**src/rtl/hold_pkg.sv**
```systemverilog
// Package: shared state type for the holdover recovery controller.
// Assumes: seven states fit in three bits; encoding carries no meaning.
package hold_pkg;

    typedef enum logic [2:0] {
        ST_IDLE   = 3'd0,
        ST_ENTER  = 3'd1,
        ST_RXOFF  = 3'd2,
        ST_RXON   = 3'd3,
        ST_LREAD  = 3'd4,
        ST_LCHECK = 3'd5,
        ST_EXIT   = 3'd6
    } hold_state_e;

endpackage

```
**src/rtl/hold_window_timer.sv**
```systemverilog
// Module: window timer. Counts cycles since the last restart and flags the
// final cycle of a window of `limit` cycles.
// Assumes: limit >= 1; restart is pulsed on every state change.
module hold_window_timer #(
    parameter int unsigned CNT_W = 8
) (
    input  logic             clk,
    input  logic             rst_n,
    input  logic             restart,
    input  logic [CNT_W-1:0] limit,
    output logic             expire
);
    localparam logic [CNT_W-1:0] CNT_MAX = '1;

    logic [CNT_W-1:0] cnt_q;

    // Count elapsed cycles in the current window, saturating at the top.
    always_ff @(posedge clk) begin
        if (!rst_n) begin
            cnt_q <= '0;
        end else if (restart) begin
            cnt_q <= '0;
        end else if (cnt_q != CNT_MAX) begin
            cnt_q <= cnt_q + 1'b1;
        end
    end

    // The final cycle of the window is the one whose count equals limit-1.
    always_comb begin
        expire = (cnt_q == (limit - 1'b1));
    end
endmodule

```
**src/rtl/hold_stab_tracker.sv**
```systemverilog
// Module: stability tracker. Remembers whether a watched signal was ever low
// inside the current window; reports stability including the present sample.
// Assumes: restart coincides with the start of every window.
module hold_stab_tracker (
    input  logic clk,
    input  logic rst_n,
    input  logic restart,
    input  logic sample_en,
    input  logic sample,
    output logic stable_now
);
    logic bad_q;

    // Sticky failure flag, cleared when a new window opens.
    always_ff @(posedge clk) begin
        if (!rst_n) begin
            bad_q <= 1'b0;
        end else if (restart) begin
            bad_q <= 1'b0;
        end else if (sample_en && !sample) begin
            bad_q <= 1'b1;
        end
    end

    // Stable means no earlier dropout and the current sample is high.
    always_comb begin
        stable_now = !bad_q && sample;
    end
endmodule

```
**src/rtl/hold_fsm.sv**
```systemverilog
// Module: sequencing FSM. Walks holdover entry, receiver power cycling,
// link qualification, lock check and release; picks the window length.
// Assumes: expire and stable_now refer to the window of the present state.
module hold_fsm
    import hold_pkg::*;
#(
    parameter int unsigned CNT_W    = 8,
    parameter int unsigned OFF_CYC  = 4,
    parameter int unsigned QUAL_CYC = 8,
    parameter int unsigned LOCK_CYC = 10
) (
    input  logic             clk,
    input  logic             rst_n,
    input  logic             no_port,
    input  logic             expire,
    input  logic             stable_now,
    output hold_state_e      state,
    output logic             restart,
    output logic [CNT_W-1:0] limit,
    output logic             sample_en,
    output logic             in_qual,
    output logic             hold,
    output logic             pwrdn
);
    hold_state_e state_q;
    hold_state_e state_d;

    // Next-state decision for every phase of the recovery sequence.
    always_comb begin
        state_d = state_q;
        unique case (state_q)
            ST_IDLE:   if (no_port) state_d = ST_ENTER;
            ST_ENTER:  state_d = ST_RXOFF;
            ST_RXOFF:  if (expire) state_d = ST_RXON;
            ST_RXON:   if (expire) state_d = stable_now ? ST_LREAD : ST_RXOFF;
            ST_LREAD:  state_d = ST_LCHECK;
            ST_LCHECK: if (expire) state_d = stable_now ? ST_EXIT : ST_LREAD;
            ST_EXIT:   state_d = ST_IDLE;
            default:   state_d = ST_IDLE;
        endcase
    end

    // State register with synchronous active-low reset.
    always_ff @(posedge clk) begin
        if (!rst_n) begin
            state_q <= ST_IDLE;
        end else begin
            state_q <= state_d;
        end
    end

    // Window length for the present state; untimed states use one cycle.
    always_comb begin
        unique case (state_q)
            ST_RXOFF:  limit = CNT_W'(OFF_CYC);
            ST_RXON:   limit = CNT_W'(QUAL_CYC);
            ST_LCHECK: limit = CNT_W'(LOCK_CYC);
            default:   limit = CNT_W'(1);
        endcase
    end

    // Output decode and window control signals.
    always_comb begin
        state     = state_q;
        restart   = (state_d != state_q);
        in_qual   = (state_q == ST_RXON);
        sample_en = (state_q == ST_RXON) || (state_q == ST_LCHECK);
        pwrdn     = (state_q == ST_RXOFF);
        hold      = (state_q == ST_ENTER) || (state_q == ST_RXOFF) ||
                    (state_q == ST_RXON)  || (state_q == ST_LREAD) ||
                    (state_q == ST_LCHECK);
    end
endmodule

```
**src/rtl/holdover_ctrl.sv**
```systemverilog
// Module: top of the link-loss holdover recovery controller. Joins the FSM,
// the window timer and the stability tracker.
// Assumes: inputs are synchronous to clk; the interval parameters are >= 1.
module holdover_ctrl
    import hold_pkg::*;
#(
    parameter int unsigned CLK_KHZ  = 156250,
    parameter int unsigned OFF_CYC  = CLK_KHZ / 10,
    parameter int unsigned QUAL_CYC = CLK_KHZ * 4,
    parameter int unsigned LOCK_CYC = CLK_KHZ * 200
) (
    input  logic clk,
    input  logic rst_n,
    input  logic no_port_i,
    input  logic rx_ready_i,
    input  logic lane_lock_i,
    input  logic link_up_i,
    input  logic pll_lock_i,
    output logic pll_hold_o,
    output logic preset_en_o,
    output logic rx_pwrdn_o
);
    localparam int unsigned MAX_A  = (OFF_CYC > QUAL_CYC) ? OFF_CYC : QUAL_CYC;
    localparam int unsigned MAX_C  = (MAX_A > LOCK_CYC) ? MAX_A : LOCK_CYC;
    localparam int unsigned CNT_W  = $clog2(MAX_C + 1);

    hold_state_e      state_w;
    logic             restart_w;
    logic [CNT_W-1:0] limit_w;
    logic             expire_w;
    logic             sample_en_w;
    logic             in_qual_w;
    logic             sample_w;
    logic             stable_w;
    logic             hold_w;
    logic             pwrdn_w;

    // Select the watched signal: link qualifiers or PLL lock.
    always_comb begin
        sample_w = in_qual_w ? (rx_ready_i && lane_lock_i && link_up_i) : pll_lock_i;
    end

    hold_fsm #(
        .CNT_W    (CNT_W),
        .OFF_CYC  (OFF_CYC),
        .QUAL_CYC (QUAL_CYC),
        .LOCK_CYC (LOCK_CYC)
    ) u_fsm (
        .clk        (clk),
        .rst_n      (rst_n),
        .no_port    (no_port_i),
        .expire     (expire_w),
        .stable_now (stable_w),
        .state      (state_w),
        .restart    (restart_w),
        .limit      (limit_w),
        .sample_en  (sample_en_w),
        .in_qual    (in_qual_w),
        .hold       (hold_w),
        .pwrdn      (pwrdn_w)
    );

    hold_window_timer #(
        .CNT_W (CNT_W)
    ) u_timer (
        .clk     (clk),
        .rst_n   (rst_n),
        .restart (restart_w),
        .limit   (limit_w),
        .expire  (expire_w)
    );

    hold_stab_tracker u_stab (
        .clk        (clk),
        .rst_n      (rst_n),
        .restart    (restart_w),
        .sample_en  (sample_en_w),
        .sample     (sample_w),
        .stable_now (stable_w)
    );

    // Drive the PLL and receiver controls from the decoded state.
    always_comb begin
        pll_hold_o  = hold_w;
        preset_en_o = hold_w;
        rx_pwrdn_o  = pwrdn_w;
    end
endmodule

```
**config.mk**
```make
export PLATFORM = sky130hd
export DESIGN_NAME = holdover_ctrl
export DESIGN_NICKNAME = d
export VERILOG_FILES = /design/src/rtl/hold_pkg.sv /design/src/rtl/hold_window_timer.sv /design/src/rtl/hold_stab_tracker.sv /design/src/rtl/hold_fsm.sv /design/src/rtl/holdover_ctrl.sv
export SDC_FILE = /design/constraint.sdc
export NUM_CORES = 1
export LEC_CHECK = 0
export ABC_AREA = 1
export ABC_CLOCK_PERIOD_IN_PS = 2740
export BUFFER_PORTS_ARGS = -buffer_cell sky130_fd_sc_hd__buf_2
export CORE_MARGIN = 2
export CORE_UTILIZATION = 43
export DETAILED_ROUTE_END_ITERATION = 10
export PLACE_DENSITY = 0.61
export SYNTH_ARGS = -nofsm -noshare
export SYNTH_HDL_FRONTEND = slang
export SYNTH_SLANG_ARGS = --single-unit
```
**constraint.sdc**
```tcl
create_clock -name clk -period 2.74 [get_ports clk]
set_clock_uncertainty 0.1 [all_clocks]
set_input_delay 0.137 -clock clk [delete_from_list [all_inputs] [get_ports clk]]
set_output_delay 0.137 -clock clk [all_outputs]
set_load 0.01 [all_outputs]
```
==> flow_summary.json, run 1 <==
{
  "outcome": "finished, final reports clean",
  "leakage_nw": 0.905,
  "startpoint": "u_fsm.state[0]$_SDFF_PN0_",
  "placed_area_um2": 2220,
  "numCtsBuffers": 5,
  "period_needed_ns": 2.29,
  "min_period_over_period_pct": 83.6,
  "maxCapViolCount": 0,
  "cp_slowest_stage_delay_ns": 0.49,
  "routed_wl_um": 4650,
  "synthCells": 299,
  "final_nets": 322,
  "clkPwrFrac_pct": 36.0,
  "grt_pass1_wl_um": 8180,
  "fin_util_pct": 49.3,
  "htree_levels": 2,
  "num_io_pins": 10,
  "rsz0062_at_grt": "no",
  "worstPathArrival_ns": 2.36,
  "worstPathMaxFanout": 26,
  "rr_startpoint": "u_fsm.state[0]$_SDFF_PN0_",
  "switching_share_pct": 32.7,
  "grt.total_usage_pct": 19.5,
  "worstPathCellList": "nand3_2 -> nand2_4 -> clkinv_1 -> nand2_1 -> o21ai_1 -> nor2_2 -> nand3_2 -> nor2_1 -> a21oi_2 -> nand3_4 -> buf_12 -> nor2_1",
  "hold_viol": 0,
  "antenna_found_initial": 0,
  "hold_slack_ns": 0.173,
  "p_switching_mw": 0.360,
  "worst-path-buf-inv": 2,
  "tightest_slew_ns": 0.583,
  "drtIter0Drc": 93,
  "synthesis.nets": 307,
  "fin_area_um2": 2330,
  "numClockSinks": 29,
  "rrSetupSlack_ns": 0.45,
  "drive_gt1_share_pct": 19.4,
  "drc_errors": 0,
  "die_area_um2": 5480,
  "worstSetupPathType": "reg -> reg",
  "ys_seq_area_share_pct": 27.5,
  "place_ws_ns": 0.475,
  "worst_slack_ns": 0.450,
  "drv_slew": 0,
  "pwr-share-comb_pct": 23.1,
  "seqPwrFrac_pct": 40.9,
  "die_w_um": 74.0,
  "power_density_nw_per_um2": 473,
  "dpl.hpwl_um": 3550,
  "cts_tree": "yes",
  "antenna_cells": 0,
  "worstHoldEndpoint": "u_fsm.state[0]$_SDFF_PN0_",
  "synth_cell_types": 32,
  "die_y_um": 74.0,
  "routedWlPerCell_um": 12.2,
  "cts_setup_buffers": 0,
  "post_drt_via_cell_ratio": 4.86,
  "grt_pass1_vias": 1733,
  "grt_overflow": 0,
  "holdPathStages": 5,
  "cp.required_ns": 2.81,
  "yosys_warnings": 0,
  "clk_latency_ns": 0.29,
  "root_buffer": "clkbuf_8",
  "final_cell_mix": "57 x nand2_1, 55 x nor2_1, 30 x inv_1",
  "hp-class": "in -> reg",
  "clkTransAtPathRegs_ns": 0.07,
  "setup-tns-final_ns": 0,
  "vias": 1857,
  "avgSynthCellArea_um2": 7.05,
  "grt_max_degree": 27,
  "start_util_pct": 44.6,
  "synth-seq-cells": 29,
  "syn_area_um2": 2110,
  "timing.rr.end": "u_timer.cnt_q[3]$_SDFFE_PP0P_",
  "cp-end-kind": "flip-flop",
  "slew_headroom_pct": 60.9,
  "rows": 25,
  "coreArea_um2": 4720,
  "place.gp.congestion": 1.01,
  "area_delta_synth_final_pct": 10.4,
  "cts_buffer_depth": 2,
  "start_kind": "flip-flop",
  "dr.pass1.iters": 4,
  "intPower_mw": 0.742,
  "cpLargestDelayFamily": "simple AND/OR/NAND/NOR gates",
  "nFillCells": 480,
  "final_common_cell": "nand2_1",
  "ir_worst_vdd_uv": 233,
  "io_buffers": 9,
  "r2r_cells": 12,
  "antenna_left": 0,
  "setup_viol": 0,
  "max_freq_mhz": 437,
  "cp_slowest_cell": "dfxtp_1",
  "hp-start": "no_port_i"
}
[synth_stat cells, drive strengths merged]
| library cell | instances | area, um^2 |
|---|---|---|
| a41oi | 1 | 8.76 |
| a21boi | 1 | 7.51 |
| nor2 | 78 | 450 |
| a21oi | 4 | 23.8 |
| nor3 | 11 | 65.1 |
| inv | 34 | 128 |
| nand2 | 60 | 238 |
| xor2 | 18 | 158 |
| xnor2 | 5 | 43.8 |
| nand3 | 25 | 170 |
| o211ai | 1 | 7.51 |
| ha | 1 | 12.5 |
| dfxtp | 29 | 581 |
| nand4 | 11 | 68.8 |
| nand3b | 1 | 7.51 |
| o21ai | 7 | 35.0 |
| buf | 6 | 62.6 |
| clkinv | 1 | 3.75 |
| nor4 | 5 | 37.5 |
[state kept, by name, summed over array words and instances (netlist names)]
register / cells
u_stab.bad_q: 1
u_fsm.state: 3
u_timer.cnt_q: 25
[cells by family (layout without fill, tap and decap cells)]
| family | Yosys count | in the layout | synth area share, % |
|---|---|---|---|
| and+or+nand+nor | 191 | 191 | 49.2 |
| DFF | 29 | 29 | 27.5 |
| adders and majority gates | 1 | 1 | 0.593 |
| buffers and inverters | 41 | 57 | 9.20 |
| AOI/OAI and AO/OA | 14 | 14 | 3.92 |
| xor gates and xnor gates | 23 | 23 | 9.55 |
[timing repair]
action | CTS | global route
hold buffers | 1 | 0
resized for setup | 0 | 0
endpoints found under the setup margin | 0 | 0
endpoints found under the hold margin | 1 | 0
[worst reg2reg max path, delay by kind of cell (launching register included)]
| kind | cells | cell delay, ns |
|---|---|---|
| flops | 1 | 0.49 |
| compound gates | 2 | 0.16 |
| simple gates | 8 | 1.08 |
| buf+inv | 2 | 0.34 |
[how the worst max path moves through the flow]
stage,endpoint,slack [ns],depth (start not counted)
detailed placement,u_timer.cnt_q[23]$_SDFFE_PP0P_,0.47,12
CTS,u_timer.cnt_q[23]$_SDFFE_PP0P_,0.46,12
floorplan,u_timer.cnt_q[10]$_SDFFE_PP0P_,0.76,10
global route,u_timer.cnt_q[24]$_SDFFE_PP0P_,0.23,12
global placement,u_timer.cnt_q[2]$_SDFFE_PP0P_,0.51,14
finish,u_timer.cnt_q[3]$_SDFFE_PP0P_,0.45,12
[final cells by class]
cell class                      instances  area, um^2  share of cell area [%]
Clock buffer                            7        96.3                    4.14
Tap cell                               67        83.8                    3.60
Timing Repair Buffer                   14        97.6                    4.19
Multi-Input combinational cell        229        1330                    57.3
Sequential cell                        29         581                    24.9
Clock inverter                          1        5.00                   0.215
Inverter                               35         131                    5.64
[power by group through the flow]
stage	sequential, mW	clock, mW	combinational [mW]
after floorplan	0.453	0	0.230
after global routing	0.453	0.420	0.288
final	0.451	0.397	0.255
after detailed placement	0.460	0	0.255
after CTS	0.451	0.404	0.257
after global placement	0.460	0	0.251
[routing by layer]
layer | routed length [um] | GRT usage (%)
met5 | 0 | 0
met4 | 109 | 7.68
met3 | 216 | 4.88
met2 | 2010 | 28.4
met1 | 2320 | 27.7
[through the flow]
step	total power, mW	cells
after global placement	0.711	373
after CTS	1.11	382
after global routing	1.16	382
after detailed placement	0.716	373
final	1.10	382
after floorplan	0.683	299
No activity file was read; power rests on OpenSTA's default activity.
==> inputs of run 2 (changes only) <==
ABC_CLOCK_PERIOD_IN_PS = 1850   (was 2740)
PLACE_DENSITY = 0.63   (was 0.61)
clock period = 1.85 ns   (was 2.74 ns; I/O delays follow)
==> flow_summary.json, run 2 (same netlist as run 1, synthesis figures left out) <==
{
  "outcome": "finished, violations left",
  "violations": "negative setup slack",
  "num_io_pins": 10,
  "post_drt_via_cell_ratio": 4.92,
  "largest_reg_flops": 25,
  "dr.pass1.iters": 4,
  "max_freq_mhz": 475,
  "power_density_nw_per_um2": 644,
  "setup_viol": 28,
  "drc_errors": 0,
  "multi_input_area_um2": 1420,
  "hp-start": "pll_lock_i",
  "nFillCells": 425,
  "grt_pass1_vias": 2153,
  "final_nets": 383,
  "final_cell_mix": "55 x nand2_1, 54 x buf_4, 49 x nor2_1",
  "drive_gt1_share_pct": 37.5,
  "dpl.hpwl_um": 4320,
  "drv_slew": 0,
  "seqCellArea_um2": 591,
  "io_buffers": 9,
  "period_needed_ns": 2.11,
  "holdPathStages": 4,
  "htree_levels": 2,
  "place_ws_ns": -0.245,
  "largest-register": "u_timer.cnt_q",
  "die_y_um": 74.0,
  "cp-end-kind": "flip-flop",
  "die_w_um": 74.0,
  "cts_buffer_depth": 2,
  "start_util_pct": 44.6,
  "vias": 2178,
  "antenna_cells": 0,
  "cp_slowest_cell": "dfxtp_4",
  "clkTransAtPathRegs_ns": 0.07,
  "rr_startpoint": "u_fsm.state[1]$_SDFF_PN0_",
  "start_kind": "flip-flop",
  "routedWlPerCell_um": 13.1,
  "final_common_cell": "nand2_1",
  "r2r_cells": 13,
  "leakage_nw": 1.26,
  "die_area_um2": 5480,
  "clk_latency_ns": 0.29,
  "grt.total_usage_pct": 23.0,
  "min_period_over_period_pct": 114,
  "worstPathArrival_ns": 2.23,
  "rrSetupSlack_ns": -0.26,
  "timing.rr.end": "u_timer.cnt_q[4]$_SDFFE_PP0P_",
  "rsz0062_at_grt": "yes",
  "grt_pass1_wl_um": 9670,
  "cp.required_ns": 1.98,
  "tightest_slew_ns": 0.444,
  "worstPathCellList": "inv_4 -> nand3_4 -> nand2_4 -> buf_6 -> xor2_1 -> nor2_2 -> nand3_2 -> nand2_2 -> nand3_2 -> nand2_2 -> nand3_4 -> clkbuf_16 -> nor2_4",
  "numCtsBuffers": 5,
  "worstSetupPathType": "reg -> reg",
  "routed_wl_um": 5800,
  "rows": 25,
  "grt_max_degree": 23,
  "place.gp.congestion": 0.916,
  "cts_tree": "yes",
  "worstPathMaxFanout": 8,
  "worst_slack_ns": -0.255,
  "cp_slowest_stage_delay_ns": 0.40,
  "drtIter0Drc": 170,
  "hp-class": "in -> reg",
  "grt_overflow": 0,
  "root_buffer": "clkbuf_8",
  "slew_headroom_pct": 70.1,
  "hold_viol": 0,
  "antenna_left": 0,
  "worstHoldEndpoint": "u_stab.bad_q$_SDFFE_PP0P_",
  "maxCapViolCount": 0,
  "area_delta_synth_final_pct": 40.5,
  "fin_util_pct": 62.7,
  "ir_worst_vdd_uv": 465,
  "coreArea_um2": 4720,
  "numClockSinks": 29,
  "antenna_found_initial": 0
}
run 2: cell count changes in the layout (fill, tap and decap cells not counted), sizes merged:
cell / previous run / this run
buf: 13 / 73
clkbuf: 7 / 8
run 2: worst max path at each step:
stage / start / endpoint / depth (start not counted)
6_report: u_fsm.state[1]$_SDFF_PN0_ / u_timer.cnt_q[4]$_SDFFE_PP0P_ / 13
5_1_grt: u_fsm.state[1]$_SDFF_PN0_ / u_timer.cnt_q[4]$_SDFFE_PP0P_ / 13
4_1_cts: u_fsm.state[1]$_SDFF_PN0_ / u_timer.cnt_q[0]$_SDFFE_PP0P_ / 13
3_5_place_dp: u_fsm.state[0]$_SDFF_PN0_ / u_timer.cnt_q[3]$_SDFFE_PP0P_ / 13
3_3_place_gp: u_fsm.state[0]$_SDFF_PN0_ / u_timer.cnt_q[0]$_SDFFE_PP0P_ / 12
2_1_floorplan: u_fsm.state[1]$_SDFF_PN0_ / u_stab.bad_q$_SDFFE_PP0P_ / 13
run 2: repair_timing:
item                                    in CTS  in global routing
pin swaps                                    1                  7
hold buffers                                 1                  0
endpoints found under the setup margin      28                 29
gates cloned                                 0                  1
endpoints found under the hold margin        1                  0
buffers inserted                             5                  3
gates resized for setup                     14                  9
run 2: metal layers:
metal  track usage, %  share of wire (%)  vias to the layer above
li1                 -                  -                     1106
met1             28.7                 43                      993
met2             39.4                 48                       63
met3             4.07                5.6                       16
met4             9.09                3.0                        0
met5                0                  0                        -
run 2: stage by stage:
stage / power (mW) / std cells / area [um^2] / setup TNS, ns / hold slack [ns]
6_report: 1.91 / 443 / 2960 / -6.39 / 0.189
5_1_grt: 2.00 / 443 / 2960 / -10.30 / 0.235
3_5_place_dp: 1.20 / 426 / 2700 / -5.89 / 0.206
2_1_floorplan: 1.04 / 299 / 2160 / -0.582 / 0.0901
4_1_cts: 1.84 / 439 / 2880 / -3.90 / 0.198
3_3_place_gp: 1.19 / 426 / 2700 / -3.84 / 0.213
run 2: layout make-up:
cell class | instances | area share (%)
repair buffers | 75 | 21.4
clock inverters | 1 | 0.169
clock buffers | 7 | 3.25
inverters | 35 | 4.65
multi-input cells | 229 | 47.8
well taps | 67 | 2.83
flip-flops and latches | 29 | 19.9
run 2: worst max-delay path, delay by kind of cell, from the launching register on:
family	cells	cell delay [ns]
xor+xnor	1	0.14
flops	1	0.40
buf+inv	3	0.39
simple gates	9	1.00
run 2: power breakdown:
group	switching (mW)	total (mW)	leakage [nW]	internal [mW]
logic	0.340	0.646	0.974	0.305
registers	0.0246	0.668	0.236	0.643
clock network	0.259	0.595	0.0542	0.336
==> inputs of run 3 (changes only) <==
CTS_BUF_LIST = sky130_fd_sc_hd__clkbuf_4   (was not set)
==> flow_summary.json, run 3 (same netlist as run 1, synthesis figures left out) <==
{
  "setup-tns-final_ns": -6.76,
  "grt_pass1_vias": 2083,
  "coreArea_um2": 4720,
  "final_nets": 383,
  "largest_reg_flops": 25,
  "worstPathMaxFanout": 8,
  "antenna_cells": 0,
  "seqPwrFrac_pct": 39.7,
  "grt_overflow": 0,
  "drc_errors": 0,
  "nFillCells": 439,
  "rows": 25,
  "final_common_cell": "nand2_1",
  "grt_pass1_wl_um": 9340,
  "seqCellArea_um2": 591,
  "grt_max_degree": 23,
  "p_switching_mw": 0.595,
  "dpl.hpwl_um": 4320,
  "cp-end-kind": "flip-flop",
  "place_ws_ns": -0.245,
  "hp-class": "in -> reg",
  "drive_gt1_share_pct": 37.0,
  "routed_wl_um": 5580,
  "final_cell_mix": "55 x nand2_1, 54 x buf_4, 49 x nor2_1",
  "cts_buffer_depth": 2,
  "numClockSinks": 29,
  "pwr-share-comb_pct": 38.3,
  "ir_worst_vdd_uv": 403,
  "die_y_um": 74.0,
  "min_period_over_period_pct": 114,
  "worstPathArrival_ns": 2.29,
  "tightest_slew_ns": 0.432,
  "start_util_pct": 44.6,
  "area_delta_synth_final_pct": 38.1,
  "period_needed_ns": 2.12,
  "cp.required_ns": 2.03,
  "start_kind": "flip-flop",
  "vias": 2112,
  "antenna_left": 0,
  "htree_levels": 2,
  "grt.total_usage_pct": 22.2,
  "drtIter0Drc": 145,
  "dr.pass1.iters": 4,
  "cts_tree": "yes",
  "antenna_found_initial": 0,
  "setup_viol": 28,
  "outcome": "finished, violations left",
  "max_freq_mhz": 472,
  "io_buffers": 9,
  "numCtsBuffers": 5,
  "multi_input_area_um2": 1420,
  "largest-register": "u_timer.cnt_q",
  "clkPwrFrac_pct": 22.0,
  "routedWlPerCell_um": 12.6,
  "maxCapViolCount": 0,
  "drv_slew": 0,
  "fin_util_pct": 61.6,
  "hold_viol": 0,
  "num_io_pins": 10,
  "worst_slack_ns": -0.268,
  "die_w_um": 74.0,
  "rsz0062_at_grt": "yes",
  "post_drt_via_cell_ratio": 4.77,
  "clk_latency_ns": 0.33,
  "slew_headroom_pct": 70.9,
  "intPower_mw": 1.09,
  "placedCellCount": 426,
  "die_area_um2": 5480,
  "place.gp.congestion": 0.916,
  "clkTransAtPathRegs_ns": 0.10,
  "switching_share_pct": 35.4,
  "root_buffer": "clkbuf_4",
  "power_density_nw_per_um2": 577,
  "final_cells": 443,
  "leakage_nw": 1.24,
  "worstSetupPathType": "reg -> reg",
  "violations": "negative setup slack"
}
## run 3: changes by cell type in the layout (fill, tap and decap cells not counted)
cell / previous run / this run
clkbuf_8: 7 / 0
clkbuf_4: 0 / 5
clkinv_1: 0 / 2
## run 3: worst max-delay path: stages (launching register included)
cell       delay [ns]
dfxtp_4          0.41
inv_4            0.05
nand3_4          0.13
nand2_4          0.09
buf_6            0.12
xor2_1           0.14
nor2_2           0.16
nand3_2          0.13
nand2_2          0.09
nand3_2          0.08
nand2_2          0.11
nand3_4          0.15
clkbuf_16        0.22
nor2_4           0.07
## run 3: timing repair
item / 4_1_cts / 5_1_grt
pin swaps: 1 / 7
setup endpoints to repair: 28 / 29
gates cloned: 0 / 1
hold buffers: 1 / 0
resized for setup: 14 / 9
endpoints found under the hold margin: 3 / 0
buffers inserted: 5 / 3
## run 3: metal layers
metal / vias to the layer above / routed length [um] / GRT usage (%)
met5: - / 0 / 0
met4: 0 / 53 / 6.06
met3: 4 / 213 / 3.66
met2: 43 / 2760 / 38.3
met1: 961 / 2550 / 28.7
li1: 1104 / - / -
## run 3: area by class of cell
| class | count | area share, % |
|---|---|---|
| tap | 67 | 2.88 |
| multi-input combinational | 229 | 48.6 |
| inverter | 35 | 4.73 |
| clock buffer | 5 | 1.29 |
| timing repair buffer | 75 | 21.7 |
| sequential | 29 | 20.3 |
| clock inverter | 3 | 0.430 |
## run 3: worst paths after layout
path	start	end	slack (ns)	cells past startpoint
hold reg to reg	u_stab.bad_q$_SDFFE_PP0P_	u_stab.bad_q$_SDFFE_PP0P_	0.42	2
hold / removal	pll_lock_i	u_stab.bad_q$_SDFFE_PP0P_	0.13	4
setup / recovery	u_fsm.state[1]$_SDFF_PN0_	u_timer.cnt_q[4]$_SDFFE_PP0P_	-0.27	13
setup reg to reg	u_fsm.state[1]$_SDFF_PN0_	u_timer.cnt_q[4]$_SDFFE_PP0P_	-0.27	13
## run 3: power groups by stage
stage,clock network [mW],logic [mW],registers [mW]
global placement,0,0.512,0.680
detailed placement,0,0.517,0.682
finish,0.369,0.644,0.668
global route,0.403,0.701,0.671
floorplan,0,0.360,0.678
CTS,0.385,0.575,0.668
## run 3: through the flow
step                hold WS [ns]  power [mW]  instance area [um^2]
finish                     0.135        1.68                  2910
global route               0.173        1.78                  2910
CTS                        0.137        1.63                  2830
detailed placement         0.206        1.20                  2700
global placement           0.213        1.19                  2700
floorplan                 0.0901        1.04                  2160
